`config.mk`:
```
export PLATFORM = sky130hd
export DESIGN_NAME = pcg_top
export DESIGN_NICKNAME = d
export VERILOG_FILES = /design/src/rtl/pcg_pkg.sv /design/src/rtl/pcg_decode.sv /design/src/rtl/pcg_settle_cell.sv /design/src/rtl/pcg_group.sv /design/src/rtl/pcg_top.sv
export SDC_FILE = /design/constraint.sdc
export NUM_CORES = 1
export LEC_CHECK = 0
export CAP_MARGIN = 20
export CORE_MARGIN = 2
export CORE_UTILIZATION = 35
export DETAILED_ROUTE_END_ITERATION = 6
export DONT_BUFFER_PORTS = 1
export MAX_ROUTING_LAYER = met4
export PLACE_DENSITY = 0.51
export SKIP_CTS_REPAIR_TIMING = 1
export SLEW_MARGIN = 30
export SYNTH_ARGS = -nofsm -noshare
export SYNTH_HDL_FRONTEND = slang
export SYNTH_SLANG_ARGS = --single-unit
```
`constraint.sdc`:
```
create_clock -name clk -period 2.35 [get_ports clk]
set_input_delay 0.1175 -clock clk [delete_from_list [all_inputs] [get_ports clk]]
set_output_delay 0.1175 -clock clk [all_outputs]
set_load 0.02 [all_outputs]
```
`src/rtl/pcg_pkg.sv`:
```
package pcg_pkg;

  localparam int ADDR_W    = 8;
  localparam int FIRST_REG = 'h24;   // set register of group 0
  localparam int GRP_STEP  = 'h10;   // spacing between group register blocks

  typedef enum logic [2:0] {
    K_NONE = 3'd0,
    K_SET  = 3'd1,
    K_CLR  = 3'd2,
    K_REQ  = 3'd3,
    K_STAT = 3'd4
  } reg_kind_e;

  // Register kind that an address selects within group g.
  function automatic reg_kind_e kind_at(logic [ADDR_W-1:0] addr, int g);
    int base;
    base = FIRST_REG + g * GRP_STEP;
    if (int'(addr) == base)           return K_SET;
    else if (int'(addr) == base + 4)  return K_CLR;
    else if (int'(addr) == base + 8)  return K_REQ;
    else if (int'(addr) == base + 12) return K_STAT;
    return K_NONE;
  endfunction

  // New request word: clearing wins over setting for a bit hit by both.
  function automatic logic [31:0] req_next(logic [31:0] cur, logic [31:0] setm,
                                           logic [31:0] clrm);
    return (cur | setm) & ~clrm;
  endfunction

endpackage

```
`src/rtl/pcg_decode.sv`:
```
module pcg_decode
  import pcg_pkg::*;
#(
  parameter int N_GRP = 2,
  parameter int GW    = 32,
  localparam int N_CLK = N_GRP * GW,
  localparam int GIW   = (N_GRP > 1) ? $clog2(N_GRP) : 1
) (
  input  logic              wr_en,
  input  logic              rd_en,
  input  logic [ADDR_W-1:0] addr,
  input  logic [GW-1:0]     wdata,
  output logic [N_CLK-1:0]  set_all,
  output logic [N_CLK-1:0]  clr_all,
  output reg_kind_e         rd_kind,
  output logic [GIW-1:0]    rd_grp
);

  for (genvar g = 0; g < N_GRP; g++) begin : g_wr
    reg_kind_e k;
    assign k = kind_at(addr, g);
    assign set_all[g*GW +: GW] = (wr_en && k == K_SET) ? wdata : '0;
    assign clr_all[g*GW +: GW] = (wr_en && k == K_CLR) ? wdata : '0;
  end

  always_comb begin
    rd_kind = K_NONE;
    rd_grp  = '0;
    if (rd_en) begin
      for (int g = 0; g < N_GRP; g++) begin
        if (kind_at(addr, g) != K_NONE) begin
          rd_kind = kind_at(addr, g);
          rd_grp  = GIW'(g);
        end
      end
    end
  end

endmodule

```
`src/rtl/pcg_settle_cell.sv`:
```
module pcg_settle_cell #(
  parameter int   SETTLE  = 4,
  parameter logic RST_VAL = 1'b0,
  localparam int  CW      = (SETTLE > 1) ? $clog2(SETTLE) : 1
) (
  input  logic clk,
  input  logic rst_n,
  input  logic req,     // current request bit
  input  logic touch,   // this clock written on this edge
  output logic stat,
  output logic ack      // status takes the request on this edge
);

  localparam logic [CW-1:0] LAST = CW'(SETTLE - 1);

  logic [CW-1:0] cnt;
  logic          pend;

  assign pend = (req != stat);
  assign ack  = !touch && pend && (cnt == LAST);

  always_ff @(posedge clk) begin
    if (!rst_n) begin
      stat <= RST_VAL;
      cnt  <= '0;
    end else if (touch) begin
      cnt <= '0;
    end else if (pend) begin
      if (cnt == LAST) begin
        stat <= req;
        cnt  <= '0;
      end else begin
        cnt <= cnt + CW'(1);
      end
    end else begin
      cnt <= '0;
    end
  end

endmodule

```
`src/rtl/pcg_group.sv`:
```
module pcg_group
  import pcg_pkg::*;
#(
  parameter int          GW       = 32,
  parameter int          SETTLE   = 4,
  parameter logic [GW-1:0] RST_MASK = '0
) (
  input  logic          clk,
  input  logic          rst_n,
  input  logic [GW-1:0] set_m,
  input  logic [GW-1:0] clr_m,
  output logic [GW-1:0] req_q,
  output logic [GW-1:0] stat,
  output logic [GW-1:0] ack
);

  logic [GW-1:0] touch;
  assign touch = set_m | clr_m;

  always_ff @(posedge clk) begin
    if (!rst_n) req_q <= RST_MASK;
    else        req_q <= req_next(req_q, set_m, clr_m);
  end

  for (genvar b = 0; b < GW; b++) begin : g_cell
    pcg_settle_cell #(
      .SETTLE (SETTLE),
      .RST_VAL(RST_MASK[b])
    ) u_cell (
      .clk  (clk),
      .rst_n(rst_n),
      .req  (req_q[b]),
      .touch(touch[b]),
      .stat (stat[b]),
      .ack  (ack[b])
    );
  end

endmodule

```
`src/rtl/pcg_top.sv`:
```
module pcg_top
  import pcg_pkg::*;
#(
  parameter int N_GRP  = 2,
  parameter int GW     = 32,
  parameter int SETTLE = 4,
  parameter logic [N_GRP*GW-1:0] ALWAYS_ON = 64'h0000_0004_0000_0004
) (
  input  logic                clk,
  input  logic                rst_n,
  input  logic                bus_wr,
  input  logic                bus_rd,
  input  logic [ADDR_W-1:0]   bus_addr,
  input  logic [GW-1:0]       bus_wdata,
  output logic [GW-1:0]       bus_rdata,
  output logic [N_GRP*GW-1:0] gate_en
);

  localparam int N_CLK = N_GRP * GW;
  localparam int GIW   = (N_GRP > 1) ? $clog2(N_GRP) : 1;

  // Named internal events, brought out for the checker.
  logic [N_CLK-1:0] set_all, clr_all, touch_all;
  logic [N_CLK-1:0] req_all, stat_all, ack_all;
  reg_kind_e        rd_kind;
  logic [GIW-1:0]   rd_grp;
  logic [GW-1:0]    rd_val;

  pcg_decode #(.N_GRP(N_GRP), .GW(GW)) u_dec (
    .wr_en  (bus_wr),
    .rd_en  (bus_rd),
    .addr   (bus_addr),
    .wdata  (bus_wdata),
    .set_all(set_all),
    .clr_all(clr_all),
    .rd_kind(rd_kind),
    .rd_grp (rd_grp)
  );

  assign touch_all = set_all | clr_all;

  for (genvar g = 0; g < N_GRP; g++) begin : g_grp
    pcg_group #(
      .GW      (GW),
      .SETTLE  (SETTLE),
      .RST_MASK(ALWAYS_ON[g*GW +: GW])
    ) u_grp (
      .clk  (clk),
      .rst_n(rst_n),
      .set_m(set_all[g*GW +: GW]),
      .clr_m(clr_all[g*GW +: GW]),
      .req_q(req_all[g*GW +: GW]),
      .stat (stat_all[g*GW +: GW]),
      .ack  (ack_all[g*GW +: GW])
    );
  end

  assign gate_en = stat_all;

  always_comb begin
    rd_val = '0;
    for (int g = 0; g < N_GRP; g++) begin
      if (rd_grp == GIW'(g)) begin
        if (rd_kind == K_REQ)       rd_val = req_all[g*GW +: GW];
        else if (rd_kind == K_STAT) rd_val = stat_all[g*GW +: GW];
      end
    end
  end

  always_ff @(posedge clk) begin
    if (!rst_n)      bus_rdata <= '0;
    else if (bus_rd) bus_rdata <= rd_val;
  end

endmodule

```
* After elaboration in Yosys (flattened, before gate mapping) *
Index checks and enable logic that the tools add are counted.

operators by class
  add/sub/neg operators = 64
  multipliers = 0
  divide/modulo/power cells = 0
  $lt $le $gt $ge = 0
  equality and inequality tests = 142
  shifts and indexed selects = 0
  muxes and demuxes = 45
  bitwise gates (word level) = 137
  reduce and logical (&&, ||, !) cells = 134

operator list
  cell                                                  number
  2-to-1 mux 32 bit                                     10
  OR reduction 4 bit                                    64
  AND reduction 3 bit                                   64
  NOT 1 bit                                             129
  adder 2 x 1 -> 2 bit (second input constant)          64
  equality test 2 bit (second input constant)           64
  OR 32 bit                                             4
  AND 32 bit                                            2
  != test 1 bit                                         64
  NOT 32 bit                                            2
  2-to-1 mux 3 bit                                      19
  equality test 8 x 7 -> 1 bit (second input constant)  7
  2-to-1 mux 1 bit                                      16
  equality test 3 x 2 -> 1 bit (second input constant)  3
  equality test 8 bit (second input constant)           1
  equality test 3 x 1 -> 1 bit (second input constant)  2
  nonzero test 3 bit                                    2
  logical AND 1 bit                                     4
  equality test 3 bit (second input constant)           1

word-level totals
  bits in registers = 288
  bits in latches = 0
  bits in writable memories = 0
  bits in read-only memories = 0
  logic and storage cells = 653
  memories = 0

* Logic depth before layout (Yosys ltp) *
Gate-level depths: netlist of the first run.

  depth in word-level cells = 22
  mapped depth = 8

* Cells and area by module *
From an unflattened synthesis of the first run, not the netlist that was laid out.

second synthesis, totals
  cells, all modules = 1446
  area total of the unflattened synthesis = 14776.7 um^2

by module, submodules not included
  module                                                  times used  cells an instance  area an instance (um^2)  sequential area each (um^2)
  pcg_settle_cell at g_grp[0].u_grp.g_cell[0].u_cell ...  62          13                 141.4                    60.1
  pcg_group                                               2           131                1387.6                   640.6
  pcg_top                                                 1           191                1899.3                   640.6
  pcg_decode                                              1           161                1051.0                   0.0
  pcg_settle_cell at g_grp[0].u_grp.g_cell[2].u_cell ...  2           13                 142.6                    60.1

* Least setup slack after synthesis of the first run *
OpenSTA, ideal clock, no wires.

  kind = input port to flip-flop
  from = input port bus_addr[3]
  to = register bus_rdata[31]
  library setup time = 0.120 ns
  data arrival time = 1.695 ns
  setup slack = 0.535 ns
  stages = 7
  path through = clkbuf_2 > or2_2 > a32oi_1 > buf_2 > mux2i_1 > o2bb2ai_1 > o31a_1

between the ends
  cells in the longest elaborated chain, start to end = 19

RTL lines
  item                          RTL line          source
  start: declaration            pcg_top.sv:13     input logic [ADDR_W-1:0] bus_addr,
  equality test 8 x 7 -> 1 bit  pcg_pkg.sv:22     else if (int'(addr) == base + 12) return K_STAT;
  2-to-1 mux 1 bit              pcg_pkg.sv:22
  2-to-1 mux 1 bit              pcg_pkg.sv:21     else if (int'(addr) == base + 8) return K_REQ;
  2-to-1 mux 1 bit              pcg_pkg.sv:20     else if (int'(addr) == base + 4) return K_CLR;
  2-to-1 mux 1 bit              pcg_pkg.sv:19     if (int'(addr) == base) return K_SET;
  2-to-1 mux 1 bit              pcg_decode.sv:29  if (rd_en) begin
  2-to-1 mux 3 bit              pcg_pkg.sv:23     return K_NONE;
  2-to-1 mux 3 bit              pcg_decode.sv:29
  [3 not listed]                --
  2-to-1 mux 3 bit              pcg_decode.sv:29
  equality test 3 bit           pcg_top.sv:65     else if (rd_kind == K_STAT) rd_val = stat_all[g*GW +: GW];
  2-to-1 mux 32 bit             pcg_top.sv:65
  2-to-1 mux 32 bit             pcg_top.sv:64     if (rd_kind == K_REQ) rd_val = req_all[g*GW +: GW];
  2-to-1 mux 32 bit             pcg_top.sv:63     if (rd_grp == GIW'(g)) begin
  2-to-1 mux 32 bit             pcg_top.sv:65
  2-to-1 mux 32 bit             pcg_top.sv:64
  2-to-1 mux 32 bit (*)         pcg_top.sv:63
  end signal: assignment        pcg_top.sv:72     else if (bus_rd) bus_rdata <= rd_val;
  end: declaration              pcg_top.sv:15     output logic [GW-1:0] bus_rdata,

Every way passes the cells marked *; elsewhere a longest branch is shown, timed or not. The select of a mux whose other input is x is not followed.
A chain may end at the register's enable or synchronous reset.

* Worst setup path in the final report of the first run *
  from = input port bus_rd
  to = register bus_rdata[6]

between the ends
  cells in the longest elaborated chain, start to end = 8

RTL lines
  item                 RTL line          source
  start: declaration   pcg_top.sv:12     input logic bus_rd,
  2-to-1 mux 3 bit     pcg_decode.sv:29
  equality test 3 bit  pcg_top.sv:65
  2-to-1 mux 32 bit    pcg_top.sv:65
  2-to-1 mux 32 bit    pcg_top.sv:64
  2-to-1 mux 32 bit    pcg_top.sv:63
  2-to-1 mux 32 bit    pcg_top.sv:65
  2-to-1 mux 32 bit    pcg_top.sv:64
  2-to-1 mux 32 bit    pcg_top.sv:63

Parallel ways exist; a longest one is shown, timed or not.

==> run metrics, run 1 <==
DRT Pass-1 Iters 4; Final GP Congestion 0.780; Final TNS setup 0 ns; Area Overhead vs Synth 13.8%; DIE AREA 38200 um2; Setup crit start kind input pin; layout cells sized above 1 10.1%; relative slew slack 42.5%; Worst Path Required 2.79 ns; Unique masters post-synth 51; final core utilization 40.1%; filler instances 3610; min Tclk post-route 1.98 ns; reg2reg setup slack 1.13 ns; core area 36300 um2; Slew Viols, Final 0; Yosys warning total 0; Tcrit/Tclk final 84.2%; most common cell in the netlist dfxtp_1; Area contributors post-synth dfxtp_1 45%, ha_1 6.2%, a21oi_1 5.5%, xnor2_1 4.4%, nand2_1 4.4%; Final Worst Setup Slack 0.372 ns; Seq/Total Area, Yosys 45.0%; cell breakdown of the critical path dlygate4sd3_1 > inv_2 > nor4_2 > buf_4 > nand2_1 > a21oi_1; GR Util All Layers 19.3%; synthesized net count 1494; drt wl/cell 19.4 um; crit end category register; Crit Path Max Fanout 13; Clock Latency Late Sink 0.52 ns; vias per inst 5.37; detailed placer's ending HPWL 24900 um; number of max-cap violations 0; Worst Skew 0.0207 ns; synthesized flop and latch total 288; CTS Buf Count 35; port bufs 0; outcome finished, final reports clean; Post-Layout Cell Count 1862; fmax 506 MHz; Top-Level Pins 140; Die Wd 195 um; ys flop type dfxtp_1; number of flops mapped to enable cells by yosys 0; Slowest Stage Delay on Critical Path 0.88 ns; vias in the first global route 9591; clk root buf clkbuf_16; Initial Util 35.3%; largest net degree at the start of global routing 74; antenna-violating nets left 0; cell taking the most area after synthesis dfxtp_1; synth cell count leaders 288 x dfxtp_1, 151 x nand2_1, 142 x a21oi_1; # DRC 0; crit path kind input pin to register; CP Data Arrival Time 2.42 ns; endpoints failing hold 0; first-pass GRT wire length 56200 um; CTS tree done; Worst Path Buf+Inv 3; synthesized area 12800 um2; Sink Count 288; Fin Hold WS 0.0600 ns; family with the most delay on the worst path buffers and inverters; Die Y 195 um; Placed Cells 1760; RSZ-0062 raised after global routing no; CP max stage cell dlygate4sd3_1; vias post-DR 10007; Avg Cell Area, Syn 9.25 um2; total leakage power 5.49 nW; Gate Count Post-Synth 1386; FP Rows 70; Iteration-0 DRC Markers 452; worst slew pin tran 0.857 ns; setup violators final 0; pwr dens 722 nW/um2; pre-CTS setup slack 0.185 ns; routed wire length 36200 um; Max VDD drop 0.568 mV; htree depth 2; Post-synth ARST share 0%; Tightest Hold Check Type input pin to register; nets 1474; Overflow after GRT 0; clock slew at the register clock pins of the worst setup and hold paths 0.06 ns; post-synth top area share 45.0%; initial antenna violation count 3; Bufs on Longest Clock Path 3
[placed cells by master (no fill, tap or decap), drive strengths merged, types with 35 or more instances in the layout]
| master | count |
|---|---|
| ha | 64 |
| clkbuf | 52 |
| a211oi | 62 |
| nor2 | 72 |
| nand3 | 73 |
| nand2 | 151 |
| buf | 35 |
| xnor2 | 65 |
| a21bo | 57 |
| a22o | 37 |
| dfxtp | 288 |
| and3 | 61 |
| dlygate4sd3 | 36 |
| a21oi | 142 |
| nor3 | 64 |
[routing by layer]
layer / GRT usage (%) / wire [um] / vias to the layer above / part of all wire [%]
met2: 31.3 / 16700 / 190 / 46
li1: - / - / 4948 / -
met5: - / 0 / - / 0
met3: 5.46 / 2370 / 53 / 6.6
met1: 23.8 / 16400 / 4816 / 45
met4: 4.50 / 675 / 0 / 1.9
[final cells by class]
| type | instances | area (um2) | share of cell area (%) |
|---|---|---|---|
| Multi-Input combinational cell | 963 | 6320 | 43.3 |
| Sequential cell | 288 | 5770 | 39.5 |
| Clock buffer | 52 | 1060 | 7.27 |
| Timing Repair Buffer | 71 | 723 | 4.96 |
| Tap cell | 468 | 586 | 4.01 |
| Clock inverter | 10 | 90.1 | 0.618 |
| Inverter | 7 | 31.3 | 0.214 |
| Antenna cell | 3 | 7.51 | 0.0515 |
[registers in the layout, indices dropped and copies added (netlist names)]
signal                          flops
g_grp.u_grp.req_q                  64
g_grp.u_grp.g_cell.u_cell.cnt     128
g_grp.u_grp.g_cell.u_cell.stat     64
bus_rdata                          32
[where the power goes]
part / internal, mW / switching, mW / leakage [nW] / total (mW)
combinational: 0.0851 / 0.195 / 2.59 / 0.280
clock: 3.24 / 2.12 / 0.576 / 5.36
sequential: 4.89 / 0.00233 / 2.32 / 4.89
total: 8.21 / 2.32 / 5.49 / 10.5
[kinds of logic (layout without fill, tap and decap cells)]
| family | after synthesis | count (layout) | synth area share [%] |
|---|---|---|---|
| AOI/OAI and AO/OA | 380 | 380 | 21.0 |
| xor gates and xnor gates | 65 | 65 | 4.44 |
| adders and majority gates | 64 | 64 | 6.25 |
| buffers and inverters | 135 | 140 | 6.09 |
| DFF | 288 | 288 | 45.0 |
| muxes | 7 | 7 | 0.547 |
| other | 0 | 3 | 0 |
| and+or+nand+nor | 447 | 447 | 16.7 |
[worst register-to-register path: stages, from the launching register on]
cell	delay, ns
dfxtp_1	0.32
ha_1	0.20
nand2b_1	0.15
a2111oi_0	0.42
[metrics by stage]
step | power [mW] | area, um2
after floorplan | 5.10 | 12800
after global placement | 5.16 | 13000
after detailed placement | 5.16 | 13000
after CTS | 10.5 | 14200
after global routing | 10.9 | 14600
final | 10.5 | 14600
[final timing paths]
kind                                           start                                       to  cells after the start
max                                           bus_rd                             bus_rdata[6]                      6
min                                           bus_rd                             bus_rdata[5]                      4
max reg2reg  g_grp[1].u_grp.g_cell[21].u_cell.cnt[0]  g_grp[1].u_grp.g_cell[21].u_cell.cnt[0]                      3
min reg2reg  g_grp[0].u_grp.g_cell[28].u_cell.cnt[0]  g_grp[0].u_grp.g_cell[28].u_cell.cnt[0]                      1
(Power assumes the default switching activity.)
==> run 2, diff against run 1 <==
Clock period 2.35 ns to 2.03 ns, I/O delays scaled along.
==> run metrics, run 2 (same netlist as run 1, synthesis figures left out) <==
outcome finished, final reports clean; antenna-violating nets left 0 (unchanged); FP Rows 70 (unchanged); htree depth 2 (unchanged); clock slew at the register clock pins of the worst setup and hold paths 0.06 ns (about the same); setup violators final 0 (unchanged); DIE AREA 38200 um2 (unchanged); FF-to-FF Start g_grp[1].u_grp.g_cell[21].u_cell.stat; sw frac 22.2% (+0.20 points); GR Util All Layers 18.9% (-0.36 points); CP Data Arrival Time 2.21 ns (-0.21 ns); Crit Path Max Fanout 13 (unchanged); layout cells sized above 1 10.5% (+0.47 points); # DRC 0 (unchanged); relative slew slack 51.9% (+9.4 points); most common cell after layout, fill and taps aside dfxtp_1; pwr dens 817 nW/um2 (+13%); initial antenna violation count 4 (+1); Overflow after GRT 0 (unchanged); CTS tree done; Worst Skew 0.0127 ns (-0.00803 ns); vias per inst 5.35 (-0.42%); Iteration-0 DRC Markers 566 (+25%); nets 1482 (+0.54%); Sink Count 288 (unchanged); worst slew pin tran 0.716 ns (-0.140 ns); Die Y 195 um (unchanged); min Tclk post-route 1.78 ns; most frequent cells in the layout 288 x dfxtp_1, 151 x nand2_1, 142 x a21oi_1, 73 x nand3_1, 68 x nor2_1; Setup crit start kind input pin; total leakage power 5.52 nW (+0.48%); clk root buf clkbuf_16; number of max-cap violations 0 (unchanged); Die Wd 195 um (unchanged); detailed placer's ending HPWL 24800 um (-0.23%); Pint 9.29 mW (+13%); Slew Viols, Final 0 (unchanged); Top-Level Pins 140 (unchanged); Max VDD drop 0.414 mV (-27%); DRT Pass-1 Iters 4 (unchanged); first-pass GRT wire length 55300 um (-1.6%); Initial Util 35.3% (unchanged); fmax 560 MHz; Area Overhead vs Synth 14.1%; worst hold start bus_rd; Clk pwr share 49.9% (-1.0 points); Tcrit/Tclk final 87.9%; Bufs on Longest Clock Path 3 (unchanged); Sw Pwr 2.66 mW (+15%); Clock Latency Late Sink 0.50 ns (-0.02 ns); Final TNS setup 0 ns (unchanged); max reg flops 128 (unchanged); Comb power frac 2.8% (about the same); Largest regs g_grp.u_grp.g_cell.u_cell.cnt: 128 flops, g_grp.u_grp.g_cell.u_cell.stat: 64 flops, g_grp.u_grp.req_q: 64 flops; crit end category register; RSZ-0062 raised after global routing no; Largest Register g_grp.u_grp.g_cell.u_cell.cnt; crit path kind input pin to register; core area 36300 um2 (unchanged); routed wire length 35700 um (-1.2%); port bufs 0 (unchanged); Placed Cells 1768 (+0.45%); Post-Layout Cell Count 1867 (+0.27%); largest net degree at the start of global routing 47 (-36%); vias in the first global route 9424 (-1.7%); Final GP Congestion 0.774 (-0.83%); CTS Buf Count 35 (unchanged); Flop pwr share 47.3% (+0.9 points); Worst Setup SP bus_rd; Worst Path Required 2.46 ns (-0.33 ns); endpoints failing hold 0 (unchanged); Tightest Hold Check Type input pin to register; drt wl/cell 19.1 um (-1.5%); vias post-DR 9992 (-0.15%)
-- run 2: changes by cell type in the layout (fill, tap and decap cells not counted) --
cell,delta
clkbuf_1,-2
nor4_4,+1
clkbuf_8,-2
buf_4,+6
bufinv_16,-1
nor4_2,-1
clkinv_2,+1
buf_12,+2
clkinv_4,+1
-- run 2: power by group through the flow --
stage	clock network, mW	registers (mW)	logic, mW
detailed placement	0	5.78	0.197
CTS	6.09	5.66	0.197
finish	5.96	5.66	0.334
global route	6.33	5.65	0.357
global placement	0	5.78	0.195
floorplan	0	5.78	0.128
-- run 2: critical path, stage by stage --
cell,delay (ns)
dlygate4sd3_1,0.88
inv_2,0.10
nor4_4,0.62
buf_4,0.27
nand2_1,0.08
a31oi_1,0.16
-- run 2: cell type report --
cell class                 count  area [um2]
sequential                   288        5770
inverter                       7        31.3
timing repair buffer          79         808
tap                          468         586
clock buffer                  48        1030
multi-input combinational    963        6330
clock inverter                11        73.8
fill                        3550       21700
antenna                        3        7.51
-- run 2: worst paths after layout --
path,end,slack [ns],depth (start not counted)
worst max-delay path,bus_rdata[15],0.25,6
worst min-delay path,bus_rdata[27],0.05,4
worst max register to register,g_grp[1].u_grp.g_cell[21].u_cell.cnt[1],0.82,2
worst min register to register,g_grp[1].u_grp.g_cell[20].u_cell.cnt[0],0.41,1
-- run 2: metrics by stage --
stage | cell area (um2) | hold slack (ns) | util (%) | setup slack [ns] | power [mW]
global placement | 13100 | 0.200 | 36.1 | 0.00384 | 5.98
floorplan | 12800 | 0.198 | - | 0.231 | 5.91
finish | 14600 | 0.0517 | 40.2 | 0.245 | 12.0
global route | 14600 | 0.0644 | 40.2 | 0.154 | 12.3
detailed placement | 13100 | 0.203 | 36.2 | 0.124 | 5.98
CTS | 14200 | -0.340 | 39.2 | 0.654 | 11.9
-- run 2: layer usage --
layer	vias up	GRT usage [%]	routed length, um
met5	-	-	0
met3	46	5.08	2530
met1	4765	24.4	16400
met2	229	29.6	16100
li1	4952	-	-
met4	0	4.50	620
==> run 3, diff against run 2 <==
Settings changed: CTS_BUF_LIST from default to sky130_fd_sc_hd__clkbuf_8, SLEW_MARGIN 30 to 20.
==> run metrics, run 3 (same netlist as run 1, synthesis figures left out) <==
worst slew pin tran 0.964 ns (+0.248 ns); relative slew slack 35.2% (-17 points); cell mode on critical path dlygate4sd3_1; cell breakdown of the critical path dlygate4sd3_1 > o2111a_2 > buf_12 > a22o_1 > nand3_1 > dlygate4sd3_1 > a21oi_1; Pint 8.66 mW (-6.8%); Clk pwr share 47.1% (-2.8 points); Sink Count 288 (unchanged); vias per inst 5.32 (-0.59%); number of max-cap violations 0 (unchanged); Initial Util 35.3% (unchanged); Hold Path Stages 3 (-1); Slew Viols, Final 0 (unchanged); clk root buf clkbuf_8; first-pass GRT wire length 55900 um (+1.1%); outcome finished, violations left; Comb power frac 2.9% (about the same); Top-Level Pins 140 (unchanged); Bufs on Longest Clock Path 3 (unchanged); CTS tree done; Worst Skew 0.0145 ns (+0.00187 ns); Flop pwr share 49.9% (+2.6 points); Worst R2R Path Depth 4 (+2); layout cells sized above 1 11.4% (+0.84 points); reg2reg setup slack 0.40 ns (-0.42 ns); Die Y 195 um (unchanged); Final TNS setup -0.00795 ns (-0.00795 ns); Largest regs g_grp.u_grp.g_cell.u_cell.cnt: 128 flops, g_grp.u_grp.g_cell.u_cell.stat: 64 flops, g_grp.u_grp.req_q: 64 flops; # DRC 0 (unchanged); max reg flops 128 (unchanged); CP max stage cell dlygate4sd3_1; Overflow after GRT 0 (unchanged); failing checks setup timing; Hold EP g_grp[1].u_grp.req_q[4]; FF-to-FF Start g_grp[0].u_grp.g_cell[28].u_cell.stat; reg2reg end bus_rdata[28]; Tightest Hold Check Type input pin to register; core area 36300 um2 (unchanged); setup violators final 1 (+1); vias post-DR 10178 (+1.9%); GR Util All Layers 19.3% (+0.40 points); endpoints failing hold 0 (unchanged); min Tclk post-route 2.04 ns (+0.253 ns); DIE AREA 38200 um2 (unchanged); crit end category register; total leakage power 5.59 nW (+1.4%); Largest Register g_grp.u_grp.g_cell.u_cell.cnt; clock slew at the register clock pins of the worst setup and hold paths 0.06 ns (about the same); Max VDD drop 0.411 mV (-0.62%); fmax 491 MHz (-12%); sw frac 23.6% (+1.3 points); Final GP Congestion 0.774 (unchanged); FP Rows 70 (unchanged); Clock Latency Late Sink 0.61 ns (+0.11 ns); overall power 11.3 mW (-5.2%); Area Overhead vs Synth 14.4%; Die Wd 195 um (unchanged); Final Worst Setup Slack -0.00795 ns (-0.253 ns); most common cell after layout, fill and taps aside dfxtp_1; initial antenna violation count 3 (-1); CP Data Arrival Time 2.58 ns (+0.37 ns); worst hold start bus_addr[2]; DRT Pass-1 Iters 5 (+1); vias in the first global route 9775 (+3.7%); CTS Buf Count 53 (+51%); Tcrit/Tclk final 100% (+12 points); Iteration-0 DRC Markers 507 (-10%); Slowest Stage Delay on Critical Path 0.82 ns (-0.06 ns); nets 1513 (+2.1%); routed wire length 36300 um (+1.7%); Sw Pwr 2.67 mW (+0.51%); detailed placer's ending HPWL 24800 um (about the same); largest net degree at the start of global routing 47 (unchanged); drt wl/cell 19.0 um (-0.72%); crit path kind input pin to register; pwr dens 773 nW/um2 (-5.5%); Setup crit start kind input pin; antenna-violating nets left 0 (unchanged); htree depth 2 (unchanged); most frequent cells in the layout 288 x dfxtp_1, 151 x nand2_1, 142 x a21oi_1, 73 x nand3_1, 68 x nor2_1; port bufs 0 (unchanged); Crit Path Max Fanout 32 (+19); Worst Path Required 2.57 ns (+0.11 ns)
-- run 3: power groups by stage --
stage	combinational, mW	sequential, mW	clock [mW]
floorplan	0.128	5.78	0
CTS	0.197	5.66	5.52
global placement	0.195	5.78	0
global route	0.357	5.66	5.75
detailed placement	0.197	5.78	0
finish	0.334	5.66	5.34
-- run 3: worst max-delay path by stage --
stage | startpoint | end | slack [ns]
after floorplan | bus_addr[3] | bus_rdata[31] | 0.23
after global placement | bus_addr[5] | bus_rdata[8] | 0.004
after detailed placement | bus_addr[5] | bus_rdata[8] | -0.006
after CTS | bus_addr[5] | bus_rdata[8] | 0.64
after global routing | bus_rd | bus_rdata[28] | -0.01
final | bus_rd | bus_rdata[28] | -0.008
-- run 3: worst max-delay path: cells and delay by family --
| kind | cells | cell delay, ns |
|---|---|---|
| AND/OR/NAND/NOR | 1 | 0.09 |
| buffers and inverters | 3 | 1.64 |
| AO/OA/AOI/OAI | 3 | 0.72 |
-- run 3: per-stage QoR --
step / std cells / hold WS [ns] / setup WS, ns / util, % / area (um2)
global route: 1913 / 0.00299 / -0.0113 / 40.4 / 14700
CTS: 1861 / -0.471 / 0.636 / 38.9 / 14200
floorplan: 1386 / 0.198 / 0.231 / - / 12800
detailed placement: 1768 / 0.203 / -0.00618 / 36.1 / 13100
global placement: 1768 / 0.200 / 0.00384 / 36.1 / 13100
finish: 1913 / 0.00737 / -0.00795 / 40.4 / 14700
-- run 3: per-layer routing --
layer / wire length [um] / global-route usage (%)
met2: 16200 / 29.8
met5: 0 / -
met4: 903 / 6.90
met3: 2680 / 5.73
met1: 16500 / 24.0
-- run 3: final cells by class --
class	instances	area (um2)
Timing Repair Buffer	92	938
Multi-Input combinational cell	963	6320
Sequential cell	288	5770
Tap cell	468	586
Clock inverter	27	114
Fill cell	3593	21700
Clock buffer	66	908
Inverter	7	31.3
Antenna cell	2	5.00
